$ cat src/rtl/smi_pkg.sv
package smi_pkg;
  localparam int SEL_W = 2;

  // Sampling period in clock cycles for a select code
  function automatic int unsigned period_of(input logic [SEL_W-1:0] sel);
    return 32'd1 << sel;
  endfunction

  // Filter acceptance: new level accepted when two successive samples agree
  function automatic logic accept(input logic cur, input logic prev_s);
    return cur == prev_s;
  endfunction
endpackage

$ cat src/rtl/smi_divider.sv
module smi_divider
  import smi_pkg::*;
#(
  parameter int SW = SEL_W
) (
  input  logic          clk,
  input  logic          rst_n,
  input  logic [SW-1:0] sel,
  output logic          tick
);
  localparam int CNT_W = (1 << SW) - 1;

  logic [CNT_W-1:0] cnt;
  logic [SW-1:0]    sel_q;
  logic [CNT_W:0]   last;

  always_comb begin
    last = (CNT_W+1)'(period_of(sel_q) - 1);
    tick = ({1'b0, cnt} == last);
  end

  always_ff @(posedge clk or negedge rst_n) begin
    if (!rst_n) begin
      cnt   <= '0;
      sel_q <= '0;
    end else if (tick) begin
      cnt   <= '0;
      sel_q <= sel;
    end else begin
      cnt   <= cnt + 1'b1;
    end
  end
endmodule

$ cat src/rtl/smi_filter.sv
module smi_filter
  import smi_pkg::*;
(
  input  logic clk,
  input  logic rst_n,
  input  logic en,
  input  logic tick,
  input  logic cmp,
  output logic filt,
  output logic chg
);
  logic samp;

  assign chg = en && tick && accept(cmp, samp) && (cmp != filt);

  always_ff @(posedge clk or negedge rst_n) begin
    if (!rst_n) begin
      samp <= 1'b1;
      filt <= 1'b1;
    end else if (!en) begin
      samp <= 1'b1;
      filt <= 1'b1;
    end else if (tick) begin
      samp <= cmp;
      if (accept(cmp, samp)) filt <= cmp;
    end
  end
endmodule

$ cat src/rtl/smi_flag.sv
module smi_flag (
  input  logic clk,
  input  logic rst_n,
  input  logic en,
  input  logic chg,
  input  logic irq_en,
  input  logic wr0,
  output logic flag,
  output logic irq,
  output logic set_ev
);
  assign set_ev = en && chg && irq_en && (!flag || wr0);

  always_ff @(posedge clk or negedge rst_n) begin
    if (!rst_n) begin
      flag <= 1'b0;
      irq  <= 1'b0;
    end else if (!en) begin
      flag <= 1'b0;
      irq  <= 1'b0;
    end else begin
      irq <= set_ev;
      if (set_ev)   flag <= 1'b1;
      else if (wr0) flag <= 1'b0;
    end
  end
endmodule

$ cat src/rtl/supply_mon_irq.sv
module supply_mon_irq
  import smi_pkg::*;
(
  input  logic             clk,
  input  logic             rst_n,
  input  logic             det_en,
  input  logic             irq_en,
  input  logic [SEL_W-1:0] div_sel,
  input  logic             cmp_lvl,
  input  logic             flag_wr0,
  output logic             filt_lvl,
  output logic             det_flag,
  output logic             irq_pulse
);
  logic samp_tick;
  logic lvl_chg;
  logic flag_set;

  smi_divider #(.SW(SEL_W)) u_div (
    .clk(clk), .rst_n(rst_n), .sel(div_sel), .tick(samp_tick)
  );

  smi_filter u_filt (
    .clk(clk), .rst_n(rst_n), .en(det_en), .tick(samp_tick),
    .cmp(cmp_lvl), .filt(filt_lvl), .chg(lvl_chg)
  );

  smi_flag u_flag (
    .clk(clk), .rst_n(rst_n), .en(det_en), .chg(lvl_chg), .irq_en(irq_en),
    .wr0(flag_wr0), .flag(det_flag), .irq(irq_pulse), .set_ev(flag_set)
  );
endmodule

$ cat config.mk
export PLATFORM = sky130hd
export DESIGN_NAME = supply_mon_irq
export DESIGN_NICKNAME = d
export VERILOG_FILES = /design/src/rtl/smi_pkg.sv /design/src/rtl/smi_divider.sv /design/src/rtl/smi_filter.sv /design/src/rtl/smi_flag.sv /design/src/rtl/supply_mon_irq.sv
export SDC_FILE = /design/constraint.sdc
export NUM_CORES = 1
export LEC_CHECK = 0
export ABC_CLOCK_PERIOD_IN_PS = 1650
export BUFFER_PORTS_ARGS = -buffer_cell sky130_fd_sc_hd__clkbuf_2
export CAP_MARGIN = 20
export CORE_AREA = 10 10 47 49
export DETAILED_ROUTE_END_ITERATION = 6
export DIE_AREA = 0 0 57 59
export GPL_TIMING_DRIVEN = 0
export PLACE_DENSITY = 0.59
export SYNTH_ARGS = -nofsm -noshare
export SYNTH_HDL_FRONTEND = slang
export SYNTH_SLANG_ARGS = --single-unit
$ cat constraint.sdc
create_clock -name clk -period 1.65 [get_ports clk]
set_input_delay 0.2475 -clock clk [delete_from_list [all_inputs] [get_ports clk]]
set_output_delay 0.2475 -clock clk [all_outputs]
set_load 0.02 [all_outputs]
# [Word-level counts from Yosys, hierarchy flattened]
# Index checks and enable logic that the tools add are counted.
[totals] out_inout_bits=3 ff_bits=9 input_bits=8
[op_classes] n_addsub=2 eq_ne=6 n_reduce_logical=9 shifts=1 muxes=10
[op_table] operator="two-way mux 1 bit" n=9
[op_table] operator="logical AND 1 bit" n=6
[op_table] operator="equality test 3 x 4 -> 1 bit" n=1
[op_table] operator="inequality test 2 x 1 -> 1 bit (second input constant)" n=2
[op_table] operator="<< shifter 1 x 2 -> 4 bit (first input constant)" n=1
[op_table] operator="subtractor 4 x 1 -> 4 bit (second input constant)" n=1
[op_table] operator="adder 3 x 1 -> 3 bit (second input constant)" n=1
[op_table] operator="two-way mux 3 bit" n=1
[op_table] operator="inequality test 3 x 1 -> 1 bit (second input constant)" n=1
[op_table] operator="AND reduction 2 bit" n=1
[op_table] operator="equality test 1 bit" n=1
[op_table] operator="zero test 1 bit" n=1
[op_table] operator="logical OR 1 bit" n=1
[op_table] operator="inequality test 1 bit" n=1

# [Depth between registers and ports, before layout]
# Gate-level depths: netlist (run 1).
[logic_depth] word_depth=11 ltp_mapped=4 ltp_nobuf=4

# [Cells and area by module]
# From an unflattened synthesis (run 1), not the netlist that was laid out.
[unflattened] hier_cells=61 hier_area_um2=573.0
[modules_own_cells] mod="smi_divider" instances=1 area_per_inst_um2=366.6 cells_per_inst=41 seq_area_each_um2=125.1
[modules_own_cells] mod="smi_filter" instances=1 area_per_inst_um2=111.4 cells_per_inst=13 seq_area_each_um2=52.6
[modules_own_cells] mod="smi_flag" instances=1 area_per_inst_um2=95.1 cells_per_inst=7 seq_area_each_um2=50.0

# [Worst setup path before layout (run 1)]
# Ideal clock, no wire load.
[synth_path] path_type="reg2reg" startpoint="register u_div.sel_q[1]" endpoint="register u_div.sel_q[0]" setup_slack_ps=28 arrival_ps=1496 path_stages_with_launch=5 synth_period_minus_slack_ps=1622 setup_ps=125 path_cell_list="dfrtp_1 > or3_4 > o32a_4 > nand2_4 > mux2_4"
[synth_via] elab_chain_len=3
[synth_lines] item="start: declaration" line="smi_divider.sv:14" source="logic [SW-1:0] sel_q;"
[synth_lines] item="start signal: assignment" line="smi_divider.sv:28" source="sel_q <= sel;"
[synth_lines] item="<< shifter 1 x 2 -> 4 bit" line="smi_pkg.sv:6" source="return 32'd1 << sel;"
[synth_lines] item="subtractor 4 x 1 -> 4 bit" line="smi_divider.sv:18" source="last = (CNT_W+1)'(period_of(sel_q) - 1);"
[synth_lines] item="equality test 3 x 4 -> 1 bit" line="smi_divider.sv:19" source="tick = ({1'b0, cnt} == last);"
# No other way between the ends.
# A chain may end at the register's enable or synchronous reset.

# [Worst setup path in the final report (run 1)]
[layout_path] startpoint="register u_div.sel_q[1]" endpoint="register u_div.sel_q[1]"
# The elaborated chain is that of the path after synthesis.

==> reports/metrics.yaml, run 1 <==
pwr:
  leakagePower_nw: 0.280
  power_per_cell_area_mw_per_mm2: 1660
  ir_drop_mv: 0.673
placement:
  dp_hpwl_um: 754
  placed_area_sq_um: 558
  io_buffer_count: 10
  place_congestion: 0.795
critical_path:
  worst-path-max-fanout: 4
  crit_path_start_kind: "flop"
  end_kind: "flop"
  arrival_ns: 1.79
  timing.rr.start: "u_div.sel_q[1]"
  r2r.worst_path.cells: 4
  path_class: "flop to flop"
  crit_required_ns: 1.79
  critPathLaunch: "u_div.sel_q[1]"
synth:
  async_reset_ff_share_pct: 100
  synth_edf_count: 0
  seq_area_frac_synth_pct: 46.7
  synthesis.area_sq_um: 488
  synth_nets: 51
  yosysWarningCount: 0
  ys_ff_latch: 9
  synth_top_flop_cell: "dfrtp_1"
  ys_types: 24
  syn_avg_cell_area_sq_um: 11.6
  syn_inst: 42
die:
  die_h_um: 59
  io_pins: 11
  initial_core_util_pct: 34.8
  rows: 14
  fp.dieW_um: 57
  die_area_sq_mm: 0.00336
  coreArea_sq_mm: 0.00140
layout:
  final_common_cell: "clkbuf_2"
  diodes: 0
  final_cell_mix: "10 x clkbuf_2, 6 x dfrtp_1, 5 x buf_4, 4 x nor2_1"
  drive_gt1_share_pct: 45.2
  fin_area_sq_um: 633
  area_growth_pct: 29.7
  fin_nets: 72
routing:
  num_vias: 401
  drt_pass1_iterations: 4
  drt_iter0_drc: 9
  wl_per_cell_um: 13.7
  viasPerCell: 5.14
  ant_nets: 0
  remaining_drc_errors: 0
  wl_um: 1070
grt:
  grt-busiest-layer: "met2"
  grt_max_degree: 10
  grtUsageMet3_pct: 2.79
  grt_pass1_wl_um: 1840
  grtUsageMet2_pct: 10.2
  first_global_vias: 412
  grt_overflow: 0
  antenna_found_initial: 0
  track_usage_pct: 7.03
  use_met1_pct: 8.17
sta:
  slew-limit-headroom_pct: 74.3
  fmax_mhz: 607
  min_period_over_period_pct: 99.8
  fin_crit_ns: 1.65
  setup_viol: 0
  drv_slew: 0
  clock-skew-final_ns: 0.00546
  tightest_slew_ns: 0.382
  hold_viol_final: 0
  rsz0062_at_grt: "true"
  finalSetupTns_ns: 0
clock_tree:
  worstSkewPairLatency_ns: 0.26
  clock_path_buffers: 2
  path_clk_slew_ns: 0.06
  numCtsBuffers: 3
  cts_tree: "built"
  cts_max_level: 1
  cts.sinks: 9
  cts_root_buf: "clkbuf_4"
job:
  cap_violations: 0
hold_path:
  hp-class: "input pin to flop"
  hold_depth: 2
  hp-start: "det_en"
run_status:
  status: "finished, final reports clean"
==> power breakdown <==
| group | switching [W] | internal (W) | leakage [nW] |
|---|---|---|---|
| clock network | 0.0000776 | 0.0000932 | 0.0150 |
| logic | 0.000213 | 0.000283 | 0.157 |
| registers | 0.0000794 | 0.000306 | 0.107 |
| total | 0.000370 | 0.000683 | 0.280 |
==> metrics by stage <==
stage / power, W / cells / setup slack (ns) / util [%] / hold WS [ns]
after floorplan: 0.000706 / 42 / 0.0285 / - / -0.0481
after global placement: 0.000779 / 68 / -0.0307 / 39.8 / 0.118
after detailed placement: 0.000787 / 68 / -0.0370 / 39.8 / 0.120
after CTS: 0.00105 / 78 / 0.0117 / 45.2 / 0.166
after global routing: 0.00114 / 78 / -0.0313 / 45.2 / 0.178
final: 0.00105 / 78 / 0.00346 / 45.2 / 0.173
==> sequential cells by signal, summed over array words and instances, names as in the netlist <==
signal	count
u_filt.samp	1
u_div.cnt	3
u_flag.irq	1
u_div.sel_q	2
u_flag.flag	1
u_filt.filt	1
==> area by class of cell <==
cell class / instances / area [sq um]
Timing Repair Buffer: 16 / 97.6
Tap cell: 16 / 20.0
Sequential cell: 9 / 229
Fill cell: 133 / 768
Multi-Input combinational cell: 33 / 260
Clock buffer: 4 / 26.3
==> layer usage <==
metal	vias up	share of wire (%)
met5	-	0
met4	0	1.0
met3	2	3.7
met2	6	52
met1	190	43
li1	203	-
==> timing repair <==
item / CTS / global route
hold buffers: 1 / 0
setup buffers: 5 / 0
resized for setup: 1 / 0
endpoints found under the setup margin: 2 / 3
endpoints found under the hold margin: 7 / 0
==> final timing paths <==
| path | to | slack (ns) |
|---|---|---|
| min in group asynchronous | u_flag.flag | 0.38 |
| hold reg to reg | u_div.cnt[0] | 0.59 |
| max in group asynchronous | u_filt.filt | 1.01 |
| hold / removal | u_filt.filt | 0.17 |
| setup reg to reg | u_div.sel_q[1] | 0.003 |
| setup / recovery | u_div.sel_q[1] | 0.003 |
==> worst max-delay path, stage by stage, from the launching register on <==
cell,delay (ns)
dfrtp_1,0.38
or3_4,0.40
o32a_4,0.35
nand2_4,0.10
mux2_4,0.30
==> logic make-up (layout without fill, tap and decap cells) <==
group / after synthesis / after routing / synth area share (%)
multiplexers: 2 / 2 / 6.15
XOR/XNOR: 1 / 1 / 1.80
adder cells (fa/ha/maj): 1 / 1 / 2.56
AND/OR/NAND/NOR: 18 / 18 / 22.3
AO/OA/AOI/OAI: 11 / 11 / 20.5
buffers and inverters: 0 / 20 / 0
flip-flops: 9 / 9 / 46.7
==> cell usage after synthesis, types with 2 or more instances <==
library cell	instances	share of area, %
nor2_1	4	3.1
o21ai_1	2	2.1
and3_1	2	2.6
mux2_4	2	6.2
nor3_1	3	3.1
dfrtp_1	7	36
dfstp_2	2	11
nand2_1	2	1.5
a21oi_1	3	3.1
(Power assumes the default switching activity.)
==> run 2, diff against run 1 <==
--- a/config.mk
+++ b/config.mk
@@ -5,14 +5,14 @@
 export SDC_FILE = /design/constraint.sdc
 export NUM_CORES = 1
 export LEC_CHECK = 0
-export ABC_CLOCK_PERIOD_IN_PS = 1650
 export BUFFER_PORTS_ARGS = -buffer_cell sky130_fd_sc_hd__clkbuf_2
 export CAP_MARGIN = 20
-export CORE_AREA = 10 10 47 49
+export CORE_MARGIN = 10
+export CORE_UTILIZATION = 26
 export DETAILED_ROUTE_END_ITERATION = 6
-export DIE_AREA = 0 0 57 59
 export GPL_TIMING_DRIVEN = 0
-export PLACE_DENSITY = 0.59
+export PLACE_DENSITY = 0.45
+export RECOVER_POWER = 100
 export SYNTH_ARGS = -nofsm -noshare
 export SYNTH_HDL_FRONTEND = slang
 export SYNTH_SLANG_ARGS = --single-unit
==> run 2 against run 1 <==
  * Clock-buffer cell count did not move
  * Clock power decreased by 5%
  * Sequential share of layout area down 0.97 points
  * Flip-flop and latch count unchanged
  * Non-clock buffer count is 1 higher
  * Utilization shrank 7.9 points
  * Sequential power about the same
  * Total power grew 1.8%
  * Die area increased by 19%
  * Largest cell class unchanged
==> reports/metrics.yaml, run 2 (synthesized netlist as in run 1, its figures left out) <==
layout:
  utilization_pct: 37.3  # -7.9 points
  drive_gt1_share_pct: 41.3  # -3.9 points
  multi_input_area_sq_um: 264  # +1.4%
  largest_reg_flops: 3  # unchanged
  final_cell_mix: "6 x clkbuf_2, 6 x buf_4, 6 x dfrtp_1, 5 x clkbuf_1, 4 x nor2_1"
  fin_nets: 73  # +1.4%
  regMostFlops: "u_div.cnt"
  final_cells: 88  # +13%
  area_growth_pct: 33.3
  diodes: 0  # unchanged
  final.fill_count: 183  # +38%
  seq_area_sq_um: 229  # unchanged
  reg_top3: "u_div.cnt (3), u_div.sel_q (2)"
grt:
  first_global_vias: 425  # +3.2%
  grt_pass1_wl_um: 1880  # +2.2%
  grt-busiest-layer: "met2"
  grtUsageMet3_pct: 5.30  # +2.5 points
  grtUsageMet2_pct: 8.67  # -1.6 points
  antenna_found_initial: 0  # unchanged
  grt_overflow: 0  # unchanged
  track_usage_pct: 5.86  # -1.2 points
  use_met1_pct: 6.19  # -2.0 points
  grt_max_degree: 10  # unchanged
pwr:
  p_sw_w: 0.000373  # +0.72%
  total_power_w: 0.00107  # +1.8%
  p_clk_share_pct: 15.2  # -1.0 points
  leakagePower_nw: 0.272  # -2.6%
  p_sw_share_pct: 34.8  # -0.36 points
  power_per_cell_area_mw_per_mm2: 1650  # -0.98%
  pwr-share-seq_pct: 36.1  # -0.5 points
  pwr-share-comb_pct: 48.7  # +1.5 points
  power.internal_w: 0.000699  # +2.3%
  ir_drop_mv: 0.685  # +1.8%
sta:
  clock-skew-final_ns: 0.00148  # -0.00398 ns
  rsz0062_at_grt: "true"
  min_period_over_period_pct: 99.3  # -0.48 points
  setup_viol: 0  # unchanged
  finalSetupTns_ns: 0  # unchanged
  slew-limit-headroom_pct: 65.9  # -8.4 points
  tightest_slew_ns: 0.511  # +0.129 ns
  drv_slew: 0  # unchanged
  hold_viol_final: 0  # unchanged
  fin_crit_ns: 1.64  # -0.00790 ns
  fmax_mhz: 610  # +0.48%
die:
  coreArea_sq_mm: 0.00175  # +25%
  fp.dieW_um: 63.3  # +11%
  die_h_um: 63.3  # +7.3%
  die_area_sq_mm: 0.00401  # +19%
  initial_core_util_pct: 28.0  # -6.9 points
  io_pins: 11  # unchanged
  rows: 15  # +1
hold_path:
  hp-start: "det_en"
  hold_depth: 2  # unchanged
  min_to: "u_filt.filt"
  hp-class: "input pin to flop"
critical_path:
  r2r_setup_slack_ns: 0.01  # about the same
  crit_path_start_kind: "flop"
  timing.rr.start: "u_div.sel_q[1]"
  worst-path-max-fanout: 3  # -1
  cp_cell_sequence: "or3_4, o32a_4, nand2_4, mux2_4"
  path_class: "flop to flop"
  critical_path.slowest_cell: "dfrtp_1"
  max_stage_delay_ns: 0.40  # about the same
  reg2reg_to: "u_div.sel_q[0]"
  crit_required_ns: 1.79  # about the same
  r2r.worst_path.cells: 4  # unchanged
  end_kind: "flop"
  arrival_ns: 1.78  # about the same
placement:
  dp_hpwl_um: 787  # +4.4%
  place_congestion: 0.696  # -12%
  dp.cells: 77  # +13%
  io_buffer_count: 10  # unchanged
clock_tree:
  cts_root_buf: "clkbuf_4"
  cts_tree: "built"
  numCtsBuffers: 3  # unchanged
  worstSkewPairLatency_ns: 0.25  # about the same
  clock_path_buffers: 2  # unchanged
  cts_max_level: 1  # unchanged
  path_clk_slew_ns: 0.06  # about the same
  cts.sinks: 9  # unchanged
routing:
  remaining_drc_errors: 0  # unchanged
  wl_per_cell_um: 12.1  # -12%
  drt_pass1_iterations: 3  # -1
  drt_iter0_drc: 7  # -2
  num_vias: 393  # -2.0%
  ant_nets: 0  # unchanged
  wl_um: 1070  # -0.47%
  viasPerCell: 4.47  # -13%
job:
  cap_violations: 0  # unchanged
run_status:
  status: "finished, final reports clean"
[run 2: metal layers]
metal / vias up / part of all wire (%)
li1: 204 / -
met3: 0 / 8.4
met4: 0 / 0
met2: 7 / 43
met1: 182 / 48
met5: - / 0
[run 2: per-stage QoR]
| stage | hold slack [ns] | area, sq um | setup slack (ns) |
|---|---|---|---|
| global route | 0.172 | 651 | -0.00905 |
| detailed placement | 0.120 | 569 | -0.0420 |
| CTS | 0.189 | 652 | 0.0134 |
| global placement | 0.120 | 569 | -0.0492 |
| floorplan | -0.0481 | 488 | 0.0285 |
| finish | 0.193 | 651 | 0.0114 |
[run 2: worst max-delay path, delay by kind of cell (launching register included)]
kind | cells | cell delay (ns)
flip-flops | 1 | 0.40
AO/OA/AOI/OAI | 1 | 0.34
AND/OR/NAND/NOR | 2 | 0.49
multiplexers | 1 | 0.29
[run 2: area by class of cell]
| class | instances | share of cell area (%) |
|---|---|---|
| clock buffer | 4 | 4.04 |
| tap | 25 | 4.81 |
| timing repair buffer | 17 | 15.4 |
| sequential | 9 | 35.2 |
| multi-input combinational | 33 | 40.6 |
[run 2: worst max-delay path by stage]
stage / end / slack (ns) / start / cells past startpoint
finish: u_div.sel_q[0] / 0.01 / u_div.sel_q[1] / 4
global route: u_div.sel_q[0] / -0.009 / u_div.sel_q[1] / 4
CTS: u_div.sel_q[0] / 0.01 / u_div.sel_q[1] / 4
detailed placement: u_div.sel_q[1] / -0.04 / u_div.sel_q[1] / 4
global placement: u_div.sel_q[1] / -0.05 / u_div.sel_q[1] / 4
floorplan: u_div.sel_q[0] / 0.03 / u_div.sel_q[1] / 4
[run 2: repair_timing]
action / in CTS / in global routing
hold buffers: 1 / 0
gates resized for setup: 1 / 1
endpoints found under the setup margin: 2 / 3
buffers inserted: 6 / 0
pin swaps: 0 / 0
hold endpoints to repair: 7 / 0
[run 2: power by group through the flow]
| stage | combinational, W | clock, W | sequential (W) |
|---|---|---|---|
| global placement | 0.000380 | 0 | 0.000416 |
| global route | 0.000578 | 0.000190 | 0.000398 |
| floorplan | 0.000313 | 0 | 0.000392 |
| CTS | 0.000520 | 0.000175 | 0.000383 |
| detailed placement | 0.000382 | 0 | 0.000413 |
| finish | 0.000522 | 0.000163 | 0.000386 |
